$ cat config.mk
export PLATFORM = sky130hd
export DESIGN_NAME = nsac_ctrl
export DESIGN_NICKNAME = d
export VERILOG_FILES = /design/src/rtl/nsac_pkg.sv /design/src/rtl/nsac_decode.sv /design/src/rtl/nsac_store.sv /design/src/rtl/nsac_perm.sv /design/src/rtl/nsac_ctrl.sv
export SDC_FILE = /design/constraint.sdc
export NUM_CORES = 1
export LEC_CHECK = 0
export ABC_CLOCK_PERIOD_IN_PS = 1600
export BUFFER_PORTS_ARGS = -buffer_cell sky130_fd_sc_hd__buf_2
export CORE_ASPECT_RATIO = 1.2
export CORE_UTILIZATION = 35
export CTS_CLUSTER_DIAMETER = 120
export CTS_CLUSTER_SIZE = 20
export DETAILED_ROUTE_END_ITERATION = 8
export PLACE_DENSITY = 0.77
export SYNTH_ARGS = -nofsm -noshare
export SYNTH_HDL_FRONTEND = slang
export SYNTH_SLANG_ARGS = --single-unit
export TNS_END_PERCENT = 30
$ cat constraint.sdc
create_clock -name clk_i -period 1.6 [get_ports clk_i]
set_input_delay 0.16 -clock clk_i [delete_from_list [all_inputs] [get_ports clk_i]]
set_output_delay 0.16 -clock clk_i [all_outputs]
set_load 0.05 [all_outputs]
$ cat src/rtl/nsac_pkg.sv
package nsac_pkg;
  localparam int unsigned XLEN     = 32;
  localparam int unsigned NUM_CP   = 16;
  localparam int unsigned NS_CP    = 14;
  localparam int unsigned CP_IDX_W = $clog2(NUM_CP);
  localparam int unsigned CL_BIT   = 16;
  localparam int unsigned TL_BIT   = 17;
  localparam int unsigned DMA_BIT  = 18;

  localparam logic [2:0] SEL_OPC1 = 3'd0;
  localparam logic [3:0] SEL_CRN  = 4'd1;
  localparam logic [3:0] SEL_CRM  = 4'd1;
  localparam logic [2:0] SEL_OPC2 = 3'd2;

  function automatic logic [XLEN-1:0] calc_store_mask();
    logic [XLEN-1:0] m;
    m = '0;
    for (int i = 0; i < int'(NS_CP); i++) m[i] = 1'b1;
    m[CL_BIT]  = 1'b1;
    m[TL_BIT]  = 1'b1;
    m[DMA_BIT] = 1'b1;
    return m;
  endfunction

  localparam logic [XLEN-1:0] STORE_MASK = calc_store_mask();

  typedef struct packed {
    logic wr_en;
    logic rd_ok;
    logic undef;
  } acc_dec_t;
endpackage

$ cat src/rtl/nsac_decode.sv
module nsac_decode
  import nsac_pkg::*;
(
  input  logic       valid_i,
  input  logic       write_i,
  input  logic [2:0] opc1_i,
  input  logic [3:0] crn_i,
  input  logic [3:0] crm_i,
  input  logic [2:0] opc2_i,
  input  logic       secure_i,
  input  logic       priv_i,
  output acc_dec_t   dec_o
);
  logic sel;

  assign sel = valid_i && (opc1_i == SEL_OPC1) && (crn_i == SEL_CRN)
               && (crm_i == SEL_CRM) && (opc2_i == SEL_OPC2);

  always_comb begin
    dec_o.wr_en = sel && write_i && priv_i && secure_i;
    dec_o.rd_ok = sel && !write_i && priv_i;
    // user mode always traps; non-secure privileged traps on write only
    dec_o.undef = sel && (!priv_i || (write_i && !secure_i));
  end
endmodule

$ cat src/rtl/nsac_store.sv
module nsac_store
  import nsac_pkg::*;
(
  input  logic            clk_i,
  input  logic            rst_ni,
  input  logic            wr_en_i,
  input  logic [XLEN-1:0] wdata_i,
  output logic [XLEN-1:0] q_o
);
  for (genvar i = 0; i < int'(XLEN); i++) begin : g_bit
    if (STORE_MASK[i]) begin : g_flop
      logic bit_q;
      always_ff @(posedge clk_i or negedge rst_ni) begin
        if (!rst_ni)      bit_q <= 1'b0;
        else if (wr_en_i) bit_q <= wdata_i[i];
      end
      assign q_o[i] = bit_q;
    end else begin : g_rsvd
      assign q_o[i] = 1'b0;
    end
  end
endmodule

$ cat src/rtl/nsac_perm.sv
module nsac_perm
  import nsac_pkg::*;
(
  input  logic [NS_CP-1:0]    cp_en_i,
  input  logic                cl_i,
  input  logic                tl_i,
  input  logic                dma_i,
  input  logic [CP_IDX_W-1:0] chk_num_i,
  input  logic                chk_secure_i,
  output logic [NUM_CP-1:0]   grant_o,
  output logic                access_ok_o,
  output logic                cl_ok_o,
  output logic                tl_ok_o,
  output logic                dma_ns_o
);
  for (genvar n = 0; n < int'(NUM_CP); n++) begin : g_cp
    if (n < int'(NS_CP)) begin : g_ctl
      assign grant_o[n] = cp_en_i[n];
    end else begin : g_fixed
      assign grant_o[n] = 1'b1; // debug and system control never blocked
    end
  end

  assign access_ok_o = chk_secure_i | grant_o[chk_num_i];
  assign cl_ok_o     = cl_i;
  assign tl_ok_o     = tl_i;
  assign dma_ns_o    = dma_i;
endmodule

$ cat src/rtl/nsac_ctrl.sv
module nsac_ctrl
  import nsac_pkg::*;
(
  input  logic                clk_i,
  input  logic                rst_ni,
  input  logic                req_valid_i,
  input  logic                req_write_i,
  input  logic [2:0]          req_opc1_i,
  input  logic [3:0]          req_crn_i,
  input  logic [3:0]          req_crm_i,
  input  logic [2:0]          req_opc2_i,
  input  logic                req_secure_i,
  input  logic                req_priv_i,
  input  logic [XLEN-1:0]     req_wdata_i,
  output logic [XLEN-1:0]     rdata_o,
  output logic                rd_valid_o,
  output logic                undef_o,
  input  logic [CP_IDX_W-1:0] cp_check_num_i,
  input  logic                cp_check_secure_i,
  output logic                cp_access_ok_o,
  output logic [NUM_CP-1:0]   cp_ns_grant_o,
  output logic                ns_cache_lockdown_ok_o,
  output logic                ns_tlb_lockdown_ok_o,
  output logic                dma_use_ns_tables_o
);
  acc_dec_t        dec;
  logic [XLEN-1:0] reg_q;

  nsac_decode u_dec (
    .valid_i  (req_valid_i),
    .write_i  (req_write_i),
    .opc1_i   (req_opc1_i),
    .crn_i    (req_crn_i),
    .crm_i    (req_crm_i),
    .opc2_i   (req_opc2_i),
    .secure_i (req_secure_i),
    .priv_i   (req_priv_i),
    .dec_o    (dec)
  );

  nsac_store u_store (
    .clk_i   (clk_i),
    .rst_ni  (rst_ni),
    .wr_en_i (dec.wr_en),
    .wdata_i (req_wdata_i),
    .q_o     (reg_q)
  );

  nsac_perm u_perm (
    .cp_en_i      (reg_q[NS_CP-1:0]),
    .cl_i         (reg_q[CL_BIT]),
    .tl_i         (reg_q[TL_BIT]),
    .dma_i        (reg_q[DMA_BIT]),
    .chk_num_i    (cp_check_num_i),
    .chk_secure_i (cp_check_secure_i),
    .grant_o      (cp_ns_grant_o),
    .access_ok_o  (cp_access_ok_o),
    .cl_ok_o      (ns_cache_lockdown_ok_o),
    .tl_ok_o      (ns_tlb_lockdown_ok_o),
    .dma_ns_o     (dma_use_ns_tables_o)
  );

  assign rdata_o    = dec.rd_ok ? reg_q : '0;
  assign rd_valid_o = dec.rd_ok;
  assign undef_o    = dec.undef;
endmodule

==> flow_summary_export.csv, run 1 <==
group,metric,value,unit
floorplanning,die_w,56.6,um
clock_network,cts_tree,"built",
global_routing,grt_max_degree,18,
setup_path,startpoint_type,"flip-flop",
global_routing,grt_use_total,0.156,
clock_network,clock_path_buffers,2,
timing,maxSlewViolCount,0,
setup_path,path_class,"flip-flop to primary output",
yosys,ys_types,29,
floorplanning,core,3370,um2
placement,placed_cell_area,1540,um2
floorplanning,dieArea,3820,um2
clock_network,numCtsBuffers,3,
routing,drc_errors,0,
setup_path,path_depth,5,
timing,min_period_over_period,1.04,
placement,post-place-ws,-0.136,ns
yosys,synth_seq_cells,17,
floorplanning,start_util,0.372,
timing,rsz0062_at_grt,"true",
floorplanning,ios,111,
global_routing,grt_overflow,0,
yosys,yosysSeqAreaShare,0.340,
setup_path,path_delay_family,"compound AO/OA/AOI/OAI gates",
outcome,violations,"negative setup slack",
finish,final_util,0.562,
power,ir_worst_vdd,0.000558,V
yosys,syn_area_per_cell,10.4,um2
routing,drt_iter0_markers,31,
routing,firstDrtPassIters,2,
yosys,syn_area,1250,um2
timing,max_freq,602,MHz
setup_path,slowest_stage,"dfrtp_1",
floorplanning,die_y,67.5,um
global_routing,grt_util_met3,0.0230,
global_routing,first_global_vias,1044,
yosys,synth_edf_count,0,
clock_network,clock_sinks,17,
finish,layout_common_cells,"56 x buf_2, 17 x mux2_2, 17 x conb_1, 17 x dfrtp_1, 16 x buf_6",
floorplanning,row_count,23,
placement,io_buffers,78,
yosys,netlist_instances,120,
outcome,run_status,"finished with violations",
timing,setup_viol,11,
job,drv_cap,0,
hold_path,holdPathStages,2,
finish,final_common_cell,"buf_2",
hold_path,hp-class,"input port to flip-flop",
setup_path,cp_cell_sequence,"nor2b_4 > a2111oi_4 > a311o_1 > o21ai_2 > buf_6",
global_routing,gr-usage-met2,0.297,
timing,period_minus_slack,1.66,ns
finish,fin_area,1890,um2
routing,wl_per_cell,14.4,um
yosys,async_flop_share,1.00,
global_routing,grt_pass1_wl,4.62,mm
timing,setup_slack,-0.0616,ns
clock_network,root_buffer,"clkbuf_8",
global_routing,antenna_found_initial,0,
setup_path,crit_arrival,1.50,ns
setup_path,worstPathMaxFanout,2,
setup_path,rr_worst_depth,2,
setup_path,worstPathRequired,1.44,ns
finish,diodes,0,
routing,vias_per_cell,4.82,
yosys,yosysWarnings,0,
global_routing,met1_usage,0.175,
routing,finalWirelength,3.32,mm
timing,fin_skew,0,ns
setup_path,cpPeakStageDelay,0.35,ns
finish,drive_gt1_frac,0.696,
setup_path,critical_path_buf_inv_count,1,
finish,reg_top3,"u_store.g_bit.g_flop.bit_q x17",
timing,hold_violations,0,
placement,dp_hpwl,2.16,mm
finish,largest-register,"u_store.g_bit.g_flop.bit_q",
finish,fin_nets,252,
finish,syn2layout_area_growth,51.2,%
clock_network,insertion_delay,0.25,ns
clock_network,clk_pin_slew,0.06,ns
routing,num_vias,1113,
routing,postRouteAntennaNets,0,
setup_path,end_kind,"primary output",
power,leakage,1.03,nW
clock_network,htreeDepth,1,
placement,gp_congestion,0.710,
timing,fin_setup_tns,-0.147,ns
finish,largest_register_ffs,17,
yosys,synthFlopType,"dfrtp_1",
global_routing,busiest_layer,"met2",
power,powerDensity,509,nW/um2
finish,fillers,283,
==> cell usage after synthesis (2+ instances only) <==
master | count | share of area
a211oi_1 | 2 | 0.012
and2_1 | 17 | 0.085
buf_4 | 31 | 0.19
conb_1 | 2 | 0.0060
dfrtp_1 | 17 | 0.34
inv_1 | 4 | 0.012
mux2_2 | 17 | 0.15
nand2_1 | 3 | 0.0090
nor2_1 | 3 | 0.0090
nor2b_1 | 3 | 0.015
o21ai_0 | 2 | 0.0080
o311ai_0 | 2 | 0.014
==> layer usage <==
layer / part of all wire / routed length [um]
met4: 0.013 / 44
met2: 0.56 / 1860
met5: 0 / 0
met1: 0.36 / 1190
met3: 0.068 / 226
==> stage by stage <==
step	cells	hold slack (ns)	total power, mW
3_5_place_dp	219	0.106	0.629
3_3_place_gp	219	0.0984	0.625
5_1_grt	231	0.135	1.00
2_1_floorplan	135	-0.136	0.593
6_report	231	0.138	0.964
4_1_cts	229	0.138	0.953
==> cells by family after synthesis <==
| group | synth area share |
|---|---|
| mux | 0.179 |
| buf+inv | 0.217 |
| flops | 0.340 |
| simple gates | 0.200 |
| compound gates | 0.0580 |
| other cells | 0.00600 |
==> what timing repair did <==
item,4_1_cts,5_1_grt
pin swaps,2,8
hold buffers,1,0
setup endpoints to repair,17,19
gates resized for setup,23,52
endpoints found under the hold margin,17,0
buffers inserted,5,1
cloned,0,1
==> layout make-up <==
class / instances / area, um2 / area share
clock buffers: 4 / 45.0 / 0.0238
inverters: 4 / 15.0 / 0.00794
multi-input cells: 80 / 697 / 0.368
flip-flops and latches: 17 / 425 / 0.225
well taps: 37 / 46.3 / 0.0245
repair buffers: 89 / 663 / 0.351
==> path summary, 6_finish.rpt <==
path,startpoint,endpoint,slack (ns)
max,u_store.g_bit[0].g_flop.bit_q,cp_access_ok_o,-0.06
min,req_wdata_i[18],u_store.g_bit[18].g_flop.bit_q,0.14
max reg2reg,u_store.g_bit[7].g_flop.bit_q,u_store.g_bit[7].g_flop.bit_q,0.71
min reg2reg,u_store.g_bit[18].g_flop.bit_q,u_store.g_bit[18].g_flop.bit_q,0.53
max in group asynchronous,rst_ni,u_store.g_bit[0].g_flop.bit_q,0.98
min in group asynchronous,rst_ni,u_store.g_bit[7].g_flop.bit_q,0.35
==> where the power goes <==
| group | internal (mW) | switching, mW | leakage (nW) |
|---|---|---|---|
| registers | 0.430 | 0.0000679 | 0.238 |
| logic | 0.0668 | 0.150 | 0.768 |
| clock network | 0.177 | 0.140 | 0.0228 |
| total | 0.673 | 0.290 | 1.03 |
(Power assumes the default switching activity.)
==> run 2: changes to the inputs <==
Settings changed: ABC_AREA from default to 1, PLACE_DENSITY 0.77 to 0.72.
==> run 2 against run 1 <==
The run now ends clean. Clock-buffer cell count fell by 1. Global-route usage rose by 0.84 points. Sequential power barely moved. First-iteration DRC count rose by 3.2%. Clock skew did not move. Synthesized cell count rose by 80%. Highest routed layer unchanged. Power rose by 0.80%. Clock power barely moved. Critical endpoint is now rdata_o[5].
==> flow_summary_export.csv, run 2 <==
group,metric,value,unit
routing,drt_iter0_markers,32,
yosys,yosysSeqAreaShare,0.284,
timing,fin_skew,0,ns
routing,firstDrtPassIters,4,
hold_path,holdPathStages,3,
yosys,async_flop_share,1.00,
clock_network,clk_pin_slew,0.06,ns
finish,final_common_cell,"buf_2",
timing,hold_violations,0,
hold_path,min_from,"req_wdata_i[6]",
setup_path,worstPathMaxFanout,18,
routing,postRouteAntennaNets,0,
placement,gp_congestion,0.819,
yosys,synth_compound_area_frac,0.0234,
yosys,yosys.area_share.adder,0,
global_routing,grt_max_degree,19,
routing,num_vias,1461,
setup_path,timing.rr.start,"u_store.g_bit[0].g_flop.bit_q",
setup_path,r2r-end,"u_store.g_bit[0].g_flop.bit_q",
clock_network,cts_setup_buffers,0,
setup_path,worstPathRequired,1.44,ns
yosys,synth.most_common_cell,"nand2_1",
global_routing,antenna_found_initial,0,
setup_path,crit_arrival,1.32,ns
finish,largest_register_ffs,17,
yosys,synthFlopType,"dfrtp_1",
yosys,yosysTopAreaCell,"dfrtp_1",
finish,drive_gt1_frac,0.374,
floorplanning,start_util,0.374,
yosys,synth_seq_cells,17,
global_routing,first_global_vias,1307,
outcome,run_status,"completed",
yosys,synth_top_area_share,0.284,
finish,reg_top3,"u_store.g_bit.g_flop.bit_q x17",
floorplanning,core,4000,um2
clock_network,numCtsBuffers,3,
floorplanning,die_w,61.7,um
yosys,synth_simple_gate_area_share,0.412,
yosys,syn_area_per_cell,6.93,um2
global_routing,grt_overflow,0,
yosys,synth_top_family_by_area,"simple AND/OR/NAND/NOR gates",
hold_path,hold_end,"u_store.g_bit[6].g_flop.bit_q",
timing,maxSlewViolCount,0,
clock_network,root_buffer,"clkbuf_8",
clock_network,clock_sinks,17,
finish,register_area,425,um2
timing,max_freq,673,MHz
finish,fillers,451,
yosys,synth.area.mux_share,0,
yosys,synth-xor-area-share,0,
routing,wl_per_cell,10.5,um
floorplanning,dieArea,4550,um2
clock_network,insertion_delay,0.25,ns
finish,finalNonFillerCells,335,
yosys,synth_edf_count,0,
power,leakage,1.09,nW
timing,fin_setup_tns,0,ns
timing,rsz0062_at_grt,"true",
routing,finalWirelength,3.53,mm
setup_path,path_class,"input port to primary output",
timing,min_period_over_period,0.928,
yosys,yosysWarnings,0,
setup_path,startpoint_type,"input port",
routing,drc_errors,0,
finish,fin_nets,339,
placement,post-place-ws,0.0919,ns
yosys,netlist_top_cells_count,"57 x nand2_1, 32 x buf_4, 31 x inv_1",
yosys,syn_area,1500,um2
placement,dp_hpwl,2.80,mm
yosys,ys_types,24,
yosys,netlist_instances,216,
floorplanning,die_y,73.7,um
placement,place_inst,330,
setup_path,end_kind,"primary output",
job,drv_cap,0,
timing,period_minus_slack,1.48,ns
global_routing,grt_use_total,0.165,
clock_network,clock_path_buffers,2,
timing,setup_slack,0.115,ns
finish,diodes,0,
setup_path,rr_worst_depth,2,
floorplanning,ios,111,
clock_network,cts_tree,"built",
routing,vias_per_cell,4.36,
finish,syn2layout_area_growth,24.0,%
power,ir_worst_vdd,0.000295,V
placement,io_buffers,78,
power,powerDensity,523,nW/um2
setup_path,reg2reg_setup_slack,0.94,ns
timing,setup_viol,0,
finish,layout_common_cells,"70 x buf_2, 57 x nand2_1, 31 x inv_1",
clock_network,htreeDepth,1,
hold_path,hp-class,"input port to flip-flop",
global_routing,grt_pass1_wl,5.66,mm
yosys,synthTopCellsByArea,"dfrtp_1 28%, buf_4 16%, nand2_1 14%, inv_1 7.8%, nand4_1 7.1%",
finish,largest-register,"u_store.g_bit.g_flop.bit_q",
finish,multi_input_area,716,um2
floorplanning,row_count,25,
timing,hold_slack,0.156,ns
run 2: cell types whose count changed in the layout (fill, tap and decap cells not counted), sizes merged, moves of 6 or more:
cell and change:
inv +30, mux2 -17, and2 -16, nand2 +55, nor2 +27, nand3 +8, buf -12, clkbuf +6
nand4 +17
run 2: through the flow:
step | util | cell area [um2] | power [mW]
floorplan | - | 1550 | 0.617
global placement | 0.445 | 1780 | 0.659
detailed placement | 0.445 | 1780 | 0.661
CTS | 0.459 | 1840 | 0.982
global route | 0.464 | 1860 | 1.03
finish | 0.464 | 1860 | 0.971
run 2: repair_timing:
action                                  4_1_cts  5_1_grt
hold endpoints to repair                     17        0
endpoints found under the setup margin        0        8
gates resized for setup                       0        9
hold buffers                                  1        0
run 2: worst max-delay path by stage:
stage	slack (ns)	start	to
6_report	0.12	req_opc2_i[0]	rdata_o[5]
5_1_grt	0.00007	req_crm_i[2]	rdata_o[6]
4_1_cts	0.07	u_store.g_bit[1].g_flop.bit_q	cp_access_ok_o
3_5_place_dp	0.09	req_opc2_i[0]	rdata_o[3]
3_3_place_gp	0.13	req_opc2_i[0]	rdata_o[3]
2_1_floorplan	0.03	req_crn_i[3]	rdata_o[0]
run 2: kinds of logic (layout without fill, tap and decap cells):
group,Yosys count,count (layout)
other cells,2,17
buf+inv,73,123
flops,17,17
simple gates,118,118
compound gates,6,6
run 2: layout make-up:
class / count / area share
tap: 54 / 0.0364
clock inverter: 1 / 0.00270
multi-input combinational: 141 / 0.385
timing repair buffer: 84 / 0.253
inverter: 35 / 0.0708
clock buffer: 3 / 0.0222
sequential: 17 / 0.229
run 2: where the power goes:
part | switching (mW) | total, mW | leakage, nW | internal (mW)
Combinational | 0.167 | 0.227 | 0.822 | 0.0599
Clock | 0.142 | 0.315 | 0.0255 | 0.173
Sequential | 0.0000759 | 0.430 | 0.238 | 0.430
run 2: worst max-delay path: stages:
cell     delay (ns)
buf_2          0.10
inv_2          0.04
nand2_1        0.04
nor2_1         0.10
nand2_1        0.14
nor2_8         0.13
nand3_4        0.07
buf_12         0.17
nor2_1         0.09
buf_2          0.26
run 2: routing by layer:
layer | wire length (um) | track usage | vias up | share of wire
met5 | 0 | 0 | - | 0
met1 | 1410 | 0.199 | 657 | 0.40
met2 | 1920 | 0.300 | 53 | 0.54
met3 | 155 | 0.00704 | 5 | 0.044
met4 | 46 | 0.0617 | 0 | 0.013
li1 | - | - | 746 | -
==> run 3: changes to the inputs <==
--- a/config.mk
+++ b/config.mk
@@ -16,2 +16,3 @@
 export PLACE_DENSITY = 0.72
+export SKIP_CTS_REPAIR_TIMING = 1
 export SYNTH_ARGS = -nofsm -noshare
==> constraint.sdc (replaced) <==
create_clock -name clk_i -period 1.6 [get_ports clk_i]
set_input_delay 0.24 -clock clk_i [delete_from_list [all_inputs] [get_ports clk_i]]
set_output_delay 0.24 -clock clk_i [all_outputs]
set_load 0.05 [all_outputs]
==> run 3 against run 2 <==
Cell count up 1.8%. First-iteration DRC count up 16%. Design area is 13% higher. Clock-buffer cell count unchanged. Via count grew 2.4%. Fmax is 3.4% lower. Hold slack improved by 0.085 ns. Die area did not move.
==> flow_summary_export.csv, run 3 (synthesized netlist as in run 2, its figures left out) <==
group,metric,value,unit
finish,largest-register,"u_store.g_bit.g_flop.bit_q",
clock_network,clock_path_buffers,2,
global_routing,antenna_found_initial,0,
setup_path,worstPathRequired,1.36,ns
setup_path,rr_worst_depth,3,
finish,diodes,0,
clock_network,cts_tree,"built",
power,p_clk_frac,0.317,
routing,drt_iter0_markers,37,
power,ir_worst_vdd,0.000229,V
hold_path,hp-class,"input port to flip-flop",
finish,reg_top3,"u_store.g_bit.g_flop.bit_q x17",
routing,firstDrtPassIters,4,
global_routing,grt_overflow,0,
setup_path,path_class,"input port to primary output",
setup_path,startpoint,"req_crn_i[3]",
power,leakage,1.15,nW
global_routing,met1_usage,0.191,
global_routing,gr-usage-met2,0.289,
power,combPwrFrac,0.246,
global_routing,busiest_layer,"met2",
timing,setup_viol,0,
setup_path,worstPathMaxFanout,9,
outcome,run_status,"completed",
routing,wl_per_cell,11.2,um
finish,layout_common_cells,"57 x buf_2, 52 x nand2_1, 28 x inv_1",
power,internal_power,671,uW
floorplanning,core,4000,um2
placement,dp_hpwl,2.83,mm
timing,fin_skew,0,ns
global_routing,grt_use_total,0.158,
floorplanning,die_w,61.7,um
routing,drc_errors,0,
hold_path,holdPathStages,3,
timing,period_minus_slack,1.54,ns
power,powerDensity,470,nW/um2
finish,fin_nets,345,
placement,gp_congestion,0.829,
global_routing,grt_pass1_wl,5.44,mm
finish,final_common_cell,"buf_2",
power,p_switching,312,uW
finish,drive_gt1_frac,0.453,
setup_path,cpPeakStageDelay,0.18,ns
timing,hold_slack,0.242,ns
setup_path,end_kind,"primary output",
power,seqPwrFrac,0.437,
setup_path,cp_cell_sequence,"buf_2 > inv_2 > nand2_2 > nor2_2 > nand2_2 > nor2_8 > nand3_4 > buf_12 > nor2_2 > buf_6",
clock_network,root_buffer,"clkbuf_8",
placement,io_buffers,78,
routing,vias_per_cell,4.39,
timing,max_freq,650,MHz
setup_path,timing.rr.start,"u_store.g_bit[1].g_flop.bit_q",
clock_network,clk_pin_slew,0.07,ns
global_routing,grt_util_met3,0.00528,
routing,finalWirelength,3.81,mm
routing,postRouteAntennaNets,0,
timing,rsz0062_at_grt,"true",
finish,largest_register_ffs,17,
routing,num_vias,1496,
setup_path,crit_arrival,1.30,ns
floorplanning,start_util,0.374,
global_routing,grt_max_degree,19,
power,sw_frac_of_total,0.317,
timing,fin_setup_tns,0,ns
setup_path,startpoint_type,"input port",
hold_path,hold_end,"u_store.g_bit[6].g_flop.bit_q",
clock_network,htreeDepth,1,
timing,maxSlewViolCount,0,
setup_path,reg2reg_setup_slack,0.88,ns
floorplanning,row_count,25,
timing,min_period_over_period,0.961,
clock_network,numCtsBuffers,3,
clock_network,insertion_delay,0.24,ns
clock_network,clock_sinks,17,
setup_path,slowest_stage,"buf_12",
floorplanning,ios,111,
setup_path,r2r-end,"u_store.g_bit[1].g_flop.bit_q",
job,drv_cap,0,
timing,hold_violations,0,
floorplanning,die_y,73.7,um
floorplanning,dieArea,4550,um2
hold_path,min_from,"req_wdata_i[6]",
finish,fillers,423,
global_routing,first_global_vias,1284,
finish,syn2layout_area_growth,39.6,%
## run 3: changes by cell type in the layout (fill, tap and decap cells not counted), moves of 5 or more
cell,previous run,this run
buf_6,0,18
buf_2,70,57
nor2_1,18,8
clkbuf_4,7,0
nor2_2,2,9
buf_4,5,10
nand2_1,57,52
nand2_2,1,6
## run 3: power groups by stage
stage	sequential, mW	combinational [mW]	clock [mW]
3_5_place_dp	0.438	0.228	0
6_report	0.430	0.241	0.312
5_1_grt	0.430	0.263	0.341
4_1_cts	0.430	0.228	0.323
3_3_place_gp	0.438	0.224	0
2_1_floorplan	0.438	0.179	0
## run 3: through the flow
| step | util | power, mW | instances | setup WS [ns] | instance area, um2 |
|---|---|---|---|---|---|
| floorplan | - | 0.617 | 231 | -0.126 | 1550 |
| global placement | 0.450 | 0.662 | 333 | -0.0380 | 1800 |
| detailed placement | 0.450 | 0.666 | 333 | -0.0416 | 1800 |
| CTS | 0.462 | 0.981 | 337 | -0.0449 | 1850 |
| global route | 0.522 | 1.03 | 341 | -0.0262 | 2090 |
| finish | 0.522 | 0.983 | 341 | 0.0627 | 2090 |
## run 3: worst max-delay path by stage
stage / to / slack [ns] / cells past startpoint
global route: rdata_o[0] / -0.03 / 10
detailed placement: rdata_o[1] / -0.04 / 10
floorplan: rdata_o[0] / -0.13 / 7
global placement: rdata_o[1] / -0.04 / 10
CTS: rdata_o[1] / -0.04 / 10
finish: rdata_o[3] / 0.06 / 10
## run 3: cell type report
cell class,instances,area [um2],share of cell area
inverters,35,131,0.0628
repair buffers,90,648,0.310
well taps,54,67.6,0.0323
multi-input cells,141,772,0.369
clock buffers,3,41.3,0.0197
flip-flops and latches,17,425,0.203
clock inverters,1,5.00,0.00239
## run 3: layer usage
layer | part of all wire | wire (um)
met2 | 0.56 | 2130
met3 | 0.046 | 177
met1 | 0.38 | 1460
met4 | 0.011 | 43
met5 | 0 | 0
## run 3: worst max-delay path, delay by kind of cell
kind                   cells  cell delay (ns)
buffers and inverters      4             0.49
AND/OR/NAND/NOR            6             0.56
